$ cat config.mk
export PLATFORM = sky130hd
export DESIGN_NAME = i2c_regbus_target
export DESIGN_NICKNAME = d
export VERILOG_FILES = /design/src/rtl/i2c_tgt_pkg.sv /design/src/rtl/i2c_sync2.sv /design/src/rtl/i2c_bus_events.sv /design/src/rtl/i2c_regbus_target.sv
export SDC_FILE = /design/constraint.sdc
export NUM_CORES = 1
export LEC_CHECK = 0
export BUFFER_PORTS_ARGS = -buffer_cell sky130_fd_sc_hd__buf_2
export CORE_UTILIZATION = 30
export DETAILED_ROUTE_END_ITERATION = 8
export GPL_ROUTABILITY_DRIVEN = 1
export GPL_TIMING_DRIVEN = 0
export PLACE_DENSITY_LB_ADDON = 0.05
export SLEW_MARGIN = 20
export SYNTH_ARGS = -nofsm -noshare
export SYNTH_HDL_FRONTEND = slang
export SYNTH_SLANG_ARGS = --single-unit
export TNS_END_PERCENT = 30
$ cat constraint.sdc
create_clock -name clk -period 2.7 [get_ports clk]
set_input_delay 0.54 -clock clk [delete_from_list [all_inputs] [get_ports clk]]
set_output_delay 0.54 -clock clk [all_outputs]
set_load 0.03 [all_outputs]
$ cat src/rtl/i2c_tgt_pkg.sv
package i2c_tgt_pkg;

    localparam int BYTE_W = 8;
    localparam int PTR_W  = 8;
    localparam int CNT_W  = 4;

    typedef enum logic [2:0] {
        ST_IDLE,
        ST_RX,
        ST_RX_ACK,
        ST_TX,
        ST_TX_ACK,
        ST_SKIP
    } tgt_state_e;

    typedef enum logic [1:0] {
        K_ADDR,
        K_PTR,
        K_DATA
    } rx_kind_e;

    typedef struct packed {
        tgt_state_e         st;
        rx_kind_e           kind;
        logic [BYTE_W-1:0]  sh;
        logic [CNT_W-1:0]   cnt;
        logic [PTR_W-1:0]   ptr;
        logic               rw;
        logic               oe;
        logic               wr;
        logic               rd;
        logic [BYTE_W-1:0]  wd;
    } tgt_regs_t;

endpackage

$ cat src/rtl/i2c_sync2.sv
module i2c_sync2 #(
    parameter int W = 2
) (
    input  logic         clk,
    input  logic         rst_n,
    input  logic [W-1:0] async_i,
    output logic [W-1:0] sync_o
);
    logic [W-1:0] meta_q;
    logic [W-1:0] sync_q;

    always_ff @(posedge clk or negedge rst_n) begin
        if (!rst_n) begin
            meta_q <= '1;
            sync_q <= '1;
        end else begin
            meta_q <= async_i;
            sync_q <= meta_q;
        end
    end

    assign sync_o = sync_q;
endmodule

$ cat src/rtl/i2c_bus_events.sv
module i2c_bus_events (
    input  logic clk,
    input  logic rst_n,
    input  logic scl_s,
    input  logic sda_s,
    output logic scl_rise,
    output logic scl_fall,
    output logic start_ev,
    output logic stop_ev
);
    logic scl_p_q;
    logic sda_p_q;

    always_ff @(posedge clk or negedge rst_n) begin
        if (!rst_n) begin
            scl_p_q <= 1'b1;
            sda_p_q <= 1'b1;
        end else begin
            scl_p_q <= scl_s;
            sda_p_q <= sda_s;
        end
    end

    assign scl_rise = scl_s & ~scl_p_q;
    assign scl_fall = ~scl_s & scl_p_q;
    assign start_ev = scl_s & scl_p_q & sda_p_q & ~sda_s;
    assign stop_ev  = scl_s & scl_p_q & ~sda_p_q & sda_s;

    AST_EVENTS_EXCL: assert property (@(posedge clk) disable iff (!rst_n)
        $onehot0({scl_rise, scl_fall, start_ev, stop_ev})) else $error("bus events overlap");
endmodule

$ cat src/rtl/i2c_regbus_target.sv
module i2c_regbus_target
    import i2c_tgt_pkg::*;
#(
    parameter logic [6:0] ADDR_PRI = 7'h34,
    parameter logic [6:0] ADDR_ALT = 7'h30
) (
    input  logic              clk,
    input  logic              rst_n,
    input  logic              addr_sel,
    input  logic              scl_in,
    input  logic              sda_in,
    output logic              sda_oe,
    output logic [PTR_W-1:0]  reg_addr,
    output logic [BYTE_W-1:0] reg_wdata,
    output logic              reg_wr,
    output logic              reg_rd,
    input  logic [BYTE_W-1:0] reg_rdata
);
    localparam logic [CNT_W-1:0] BITS_LAST = CNT_W'(BYTE_W - 1);
    localparam logic [CNT_W-1:0] BITS_FULL = CNT_W'(BYTE_W);

    logic [1:0] line_s;
    logic       scl_s, sda_s;
    logic       scl_rise, scl_fall, start_ev, stop_ev;
    logic [6:0] dev_addr;
    tgt_regs_t  q, d;

    i2c_sync2 #(.W(2)) u_sync (
        .clk     (clk),
        .rst_n   (rst_n),
        .async_i ({scl_in, sda_in}),
        .sync_o  (line_s)
    );

    assign scl_s = line_s[1];
    assign sda_s = line_s[0];

    i2c_bus_events u_events (
        .clk      (clk),
        .rst_n    (rst_n),
        .scl_s    (scl_s),
        .sda_s    (sda_s),
        .scl_rise (scl_rise),
        .scl_fall (scl_fall),
        .start_ev (start_ev),
        .stop_ev  (stop_ev)
    );

    assign dev_addr = addr_sel ? ADDR_ALT : ADDR_PRI;

    always_comb begin
        d    = q;
        d.wr = 1'b0;
        d.rd = 1'b0;
        if (start_ev) begin
            d.st   = ST_RX;
            d.kind = K_ADDR;
            d.cnt  = '0;
            d.oe   = 1'b0;
        end else if (stop_ev) begin
            d.st = ST_IDLE;
            d.oe = 1'b0;
        end else begin
            case (q.st)
                ST_RX: begin
                    if (scl_rise) begin
                        d.sh  = {q.sh[BYTE_W-2:0], sda_s};
                        d.cnt = q.cnt + 4'd1;
                    end else if (scl_fall && q.cnt == BITS_FULL) begin
                        d.cnt = '0;
                        case (q.kind)
                            K_ADDR: begin
                                if (q.sh[7:1] == dev_addr) begin
                                    d.rw = q.sh[0];
                                    d.oe = 1'b1;
                                    d.st = ST_RX_ACK;
                                end else begin
                                    d.st = ST_SKIP;
                                end
                            end
                            K_PTR: begin
                                d.ptr = q.sh;
                                d.oe  = 1'b1;
                                d.st  = ST_RX_ACK;
                            end
                            default: begin
                                d.wr = 1'b1;
                                d.wd = q.sh;
                                d.oe = 1'b1;
                                d.st = ST_RX_ACK;
                            end
                        endcase
                    end
                end
                ST_RX_ACK: begin
                    if (scl_fall) begin
                        d.oe  = 1'b0;
                        d.cnt = '0;
                        if (q.kind == K_ADDR && q.rw) begin
                            d.st = ST_TX;
                            d.sh = reg_rdata;
                            d.oe = ~reg_rdata[BYTE_W-1];
                            d.rd = 1'b1;
                        end else begin
                            d.st = ST_RX;
                            if (q.kind == K_DATA) d.ptr = q.ptr + 8'd1;
                            d.kind = (q.kind == K_ADDR) ? K_PTR : K_DATA;
                        end
                    end
                end
                ST_TX: begin
                    if (scl_fall) begin
                        if (q.cnt == BITS_LAST) begin
                            d.oe  = 1'b0;
                            d.st  = ST_TX_ACK;
                            d.ptr = q.ptr + 8'd1;
                        end else begin
                            d.cnt = q.cnt + 4'd1;
                            d.sh  = {q.sh[BYTE_W-2:0], 1'b0};
                            d.oe  = ~q.sh[BYTE_W-2];
                        end
                    end
                end
                ST_TX_ACK: begin
                    if (scl_rise && sda_s) begin
                        d.st = ST_SKIP;
                    end else if (scl_fall) begin
                        d.st  = ST_TX;
                        d.cnt = '0;
                        d.sh  = reg_rdata;
                        d.oe  = ~reg_rdata[BYTE_W-1];
                        d.rd  = 1'b1;
                    end
                end
                default: ;
            endcase
        end
    end

    always_ff @(posedge clk or negedge rst_n) begin
        if (!rst_n) begin
            q <= '{st: ST_IDLE, kind: K_ADDR, sh: '0, cnt: '0, ptr: '0,
                   rw: 1'b0, oe: 1'b0, wr: 1'b0, rd: 1'b0, wd: '0};
        end else begin
            q <= d;
        end
    end

    assign sda_oe    = q.oe;
    assign reg_addr  = q.ptr;
    assign reg_wdata = q.wd;
    assign reg_wr    = q.wr;
    assign reg_rd    = q.rd;

    AST_DRIVE_SCL_LOW: assert property (@(posedge clk) disable iff (!rst_n)
        $rose(sda_oe) |-> !$past(scl_s)) else $error("SDA drive rose with SCL high");
    AST_STROBE_EXCL: assert property (@(posedge clk) disable iff (!rst_n)
        $onehot0({reg_wr, reg_rd})) else $error("write and read strobe together");
    AST_WR_WITH_ACK: assert property (@(posedge clk) disable iff (!rst_n)
        reg_wr |-> sda_oe) else $error("write strobe without acknowledge");
    AST_PTR_STEP: assert property (@(posedge clk) disable iff (!rst_n)
        (reg_addr != $past(reg_addr)) |->
            ((reg_addr == $past(reg_addr) + 8'd1) ||
             ($past(q.st) == ST_RX && $past(q.kind) == K_PTR))) else $error("pointer jumped");
    AST_SKIP_QUIET: assert property (@(posedge clk) disable iff (!rst_n)
        (q.st == ST_SKIP) |-> (!sda_oe && !reg_wr && !reg_rd)) else $error("activity while ignoring");
endmodule

======== Word-level counts from Yosys, hierarchy flattened ========
Cells that the tools add are included.
cells by class
  order comparisons ....................... 0
  equal/unequal tests ..................... 40
  $mul .................................... 0
  reductions and logical operators ........ 19
  shift-type cells ........................ 0
  div/mod/pow operators ................... 0
  bitwise logic cells ..................... 17
  muxes and demuxes ....................... 66
  add/subtract/negate cells ............... 2
operators by type and width
  cell                                           number
  two-way mux 8 bit                              10
  case mux 12 bit (4 select lines)               1
  two-way mux 12 bit                             3
  inequality test 4 bit (second input constant)  8
  two-way mux 3 bit                              10
  inequality test 2 bit (second input constant)  14
  two-way mux 25 bit                             1
  case mux 8 bit (3 select lines)                1
  two-way mux 23 bit                             1
  two-way mux 2 bit                              11
  two-way mux 10 bit                             2
  two-way mux 20 bit                             1
  two-way mux 1 bit                              17
  AND reduction 8 bit                            2
  two-way mux 15 bit                             1
  inequality test 3 bit (second input constant)  5
  AND reduction 7 bit                            2
  case mux 3 bit (4 select lines)                1
  two-way mux 11 bit                             1
  AND reduction 11 bit                           1
  inequality test 5 bit (second input constant)  2
  inverter 1 bit                                 10
  AND reduction 10 bit                           1
  adder 8 x 1 -> 8 bit (second input constant)   1
  other kinds (26)                               37
storage, ports and cells
  output and inout bits ................... 19
  register bits ........................... 43
  latch bits .............................. 0
  input bits .............................. 13
  logic and storage cells ................. 158
  memories kept ........................... 0
  RAM bits ................................ 0
  bits in read-only memories .............. 0

======== Longest topological paths before layout ========
  word-level depth ........................ 15
  depth in mapped cells ................... 9
  mapped depth without buffers ............ 8

======== Hierarchy ========
From an unflattened synthesis, not the netlist that was laid out.
unflattened totals
  cells, all modules ...................... 255
  area total of the unflattened synthesis .. 2583.7 µm²
modules (own cells, without submodules)
  module             sequential area each (µm²)  instances  cells each  area each (µm²)
  i2c_regbus_target  925.9                       1          245         2393.5
  i2c_sync2          105.1                       1          4           105.1
  i2c_bus_events     52.6                        1          6           85.1

======== Worst setup path before layout ========
OpenSTA, ideal clock, no wires.
  kind .................................... register -> register
  start point ............................. register q[25] (netlist bit)
  end point ............................... register q (netlist bit sda_oe)
  path slack .............................. 0.583 ns
  required time ........................... 2.573 ns
  arrival time ............................ 1.990 ns
  library setup time ...................... 0.127 ns
  period minus slack after synthesis ...... 2.117 ns
  buffers on the path ..................... 0
  cell stages (with the launch flop) ...... 7
  cells stage by stage .................... dfrtp_1 or4b_1 or4_1 nand2_1 o22ai_1 a21oi_2 mux2_1
between the ends
  longest elaborated chain between the ends .. 3
ends and longest elaborated chain
  element                          RTL line                  RTL
  start, declared                  i2c_regbus_target.sv:26   tgt_regs_t q, d;
  start signal, assigned           i2c_regbus_target.sv:142  q <= '{st: ST_IDLE, kind: K_ADDR, sh: '0, cnt: '0, ptr: '0,
  equality test 7 x 6 -> 1 bit     i2c_regbus_target.sv:73   if (q.sh[7:1] == dev_addr) begin
  inequality test 5 bit (no line)  n/a
  AND reduction 8 bit (no line)    n/a
No other way between the ends.
A chain may end at the register's enable or synchronous reset.

======== Final worst setup path ========
  start point ............................. register u_events.scl_p_q
  end point ............................... register q[35] (netlist bit)
between the ends
  longest elaborated chain between the ends .. 7
  elaborated cells on any way between the ends .. 22
  classes of those cells .................. eq/ne: 6; mux: 4; bitwise: 8; reduce/logical: 4
ends and longest elaborated chain
  element                          RTL line                  RTL
  start, declared                  i2c_bus_events.sv:11      logic scl_p_q;
  start signal, assigned           i2c_bus_events.sv:19      scl_p_q <= scl_s;
  inverter 1 bit                   i2c_bus_events.sv:24      assign scl_rise = scl_s & ~scl_p_q;
  bitwise AND 1 bit                i2c_bus_events.sv:24
  logical AND 1 bit                i2c_regbus_target.sv:125  if (scl_rise && sda_s) begin
  two-way mux 3 bit                i2c_regbus_target.sv:125
  case mux 3 bit (4 select lines)  i2c_regbus_target.sv:64   case (q.st)
  two-way mux 3 bit                i2c_regbus_target.sv:60   end else if (stop_ev) begin
  two-way mux 5 bit                i2c_regbus_target.sv:55   if (start_ev) begin
Parallel ways exist; a longest one is shown, timed or not.

==> results_dict.tcl <==
set metrics [dict create \
    cap_violations 0 \
    grt_use_total_pct 15.6 \
    gp_congestion 0.836 \
    stdcell_area_um2 2910 \
    port_buffers 31 \
    vias 2124 \
    netlist.area_leader.share_pct 37.2 \
    setup_viol 0 \
    netlist_instances 282 \
    tritoncts "built" \
    layout_setup_ws_ns 0.292 \
    path_clk_slew_ns 0.09 \
    drive_gt1_share_pct 24.0 \
    avgRoutedWirePerCell_um 14.7 \
    setup_tns_ns 0 \
    cts_resized 0 \
    first_pass_iters 6 \
    drv_slew 0 \
    die-height_um 93.0 \
    antenna_cells 0 \
    worstSetupPathType "reg2reg" \
    holdBufCountCts 0 \
    area_growth_pct 17.0 \
    ys_warn_count 0 \
    pwr_density_cell_nw_per_um2 944 \
    place_area_um2 2770 \
    ys_top_cells_by_count "nand2_1 (47), dfrtp_1 (37), o21ai_0 (23)" \
    seq_area_frac_synth_pct 43.6 \
    hold_viol 0 \
    tightestPinTransition_ns 0.748 \
    yosys.cell_count.top_type "nand2_1" \
    status "finished, final reports clean" \
    grt_max_degree 44 \
    synth_edf_count 0 \
    vias_per_cell 5.02 \
    power_w 0.00275 \
    final_nets 336 \
    finalCriticalPeriod_ns 2.41 \
    rsz0062_at_grt "false" \
    grt_pass1_vias 2040 \
    ys_top_cells_by_area "dfrtp_1 (37%), nand2_1 (7.1%), dfstp_2 (6.3%)" \
    crit_fanout 10 \
    die_w_um 93.0 \
    cp-start-kind "register" \
    antenna_found_initial 0 \
    yosysTopAreaCell "dfrtp_1" \
    postLayoutCoreUtil_pct 36.9 \
    die-area_um2 8660 \
    drc 0 \
    routed_wl_um 6200 \
    post-place-ws_ns 0.317 \
    arrival_ns 2.59 \
    cts_buffers 5 \
    coreArea_um2 7890 \
    max_clock_freq_mhz 415 \
    io_pins 32 \
    fin_crit_sh_pct 89.2 \
    rows 32 \
    clk_latency_ns 0.30 \
    drtIter0Drc 78 \
    worstPathRequired_ns 2.88 \
    initial_core_util_pct 31.5 \
    async_flop_share_pct 100 \
    peakVddDrop_mv 0.359 \
    ant_nets 0 \
    min_path_type "in2async" \
    relSlewSlack_pct 49.8 \
    synthDistinctLibCells 52 \
    post_cts_buffers 0 \
    htreeDepth 2 \
    overflow 0 \
    final.setup_skew_ns 0.0143 \
    leakage_nw 1.35 \
    avgSynthCellArea_um2 8.82 \
    synth_flop_cell "dfrtp_1" \
    cp-end-kind "register" \
    cts.sinks 43 \
    cts_root_buf "clkbuf_8" \
    grt_pass1_wl_um 10400 \
    ys_ff_latch 43 \
    dpl.hpwl_um 4470 \
    synth.net_count 298 \
    synth.cell_area_um2 2490 \
    cts_buffer_depth 2 \
]
-- final timing paths --
| kind | start | to | slack (ns) | cells past startpoint |
|---|---|---|---|---|
| min in group clk | scl_in | u_sync.meta_q[1] | 0.34 | 1 |
| min reg2reg | u_sync.meta_q[0] | u_sync.sync_o[0] | 0.36 | 0 |
| max in group asynchronous | rst_n | u_events.sda_p_q | 2.08 | 1 |
| max reg2reg | u_events.scl_p_q | q[35] | 0.29 | 7 |
| min | rst_n | reg_wdata[6] | 0.23 | 1 |
| max | u_events.scl_p_q | q[35] | 0.29 | 7 |
-- routing by layer --
layer  share of wire, %  global-route usage, %
met5                  0                      0
met3                4.3                   3.01
met1                 47                   20.2
met4                2.3                   6.67
met2                 47                   25.2
-- power breakdown --
| part | internal, W | switching, W | total [W] |
|---|---|---|---|
| Sequential | 0.000788 | 0.000158 | 0.000945 |
| Clock | 0.000369 | 0.000235 | 0.000604 |
| Combinational | 0.000463 | 0.000733 | 0.00120 |
-- layout make-up --
type / count / area, um^2
multi-input combinational: 202 / 1180
timing repair buffer: 31 / 158
sequential: 43 / 1080
tap: 102 / 128
buffer: 28 / 185
clock buffer: 5 / 68.8
clock inverter: 3 / 67.6
fill: 812 / 4980
inverter: 9 / 33.8
-- logic make-up (layout without fill, tap and decap cells) --
logic type / Yosys count / count (layout) / share of synthesized area [%]
flip-flops: 43 / 43 / 43.6
buffers and inverters: 37 / 76 / 8.81
multiplexers: 11 / 11 / 4.53
AND/OR/NAND/NOR: 109 / 109 / 21.9
adder cells (fa/ha/maj): 3 / 3 / 1.51
XOR/XNOR: 3 / 3 / 1.06
AO/OA/AOI/OAI: 76 / 76 / 18.6
-- registers in the layout (all words and copies together) (netlist names) --
register,cells
reg_rd,1
u_events.sda_p_q,1
u_sync.meta_q,2
q,18
reg_wr,1
u_events.scl_p_q,1
reg_wdata,8
u_sync.sync_o,2
sda_oe,1
reg_addr,8
-- critical path, stage by stage (launching register included) --
cell and delay (ns):
dfstp_2 0.51, buf_2 0.21, nand2b_4 0.10, nor3_2 0.62, a21oi_1 0.15, a2bb2oi_1 0.21, o21bai_1 0.23, a22o_1 0.26
-- through the flow --
stage,hold WS (ns),instances
finish,0.227,423
global route,0.277,423
CTS,0.326,423
detailed placement,0.350,415
global placement,0.352,415
floorplan,0.244,282
-- cells in the final DEF, fill, tap and decap left out, types with 8 or more instances in the layout --
cell	count
buf_2	33
inv_1	9
nor3_1	8
nand3_1	10
mux2i_1	9
nor2_1	17
nand2_1	47
buf_4	17
o21ai_0	23
dfrtp_1	37
a21oi_1	20
(Power assumes the default switching activity.)
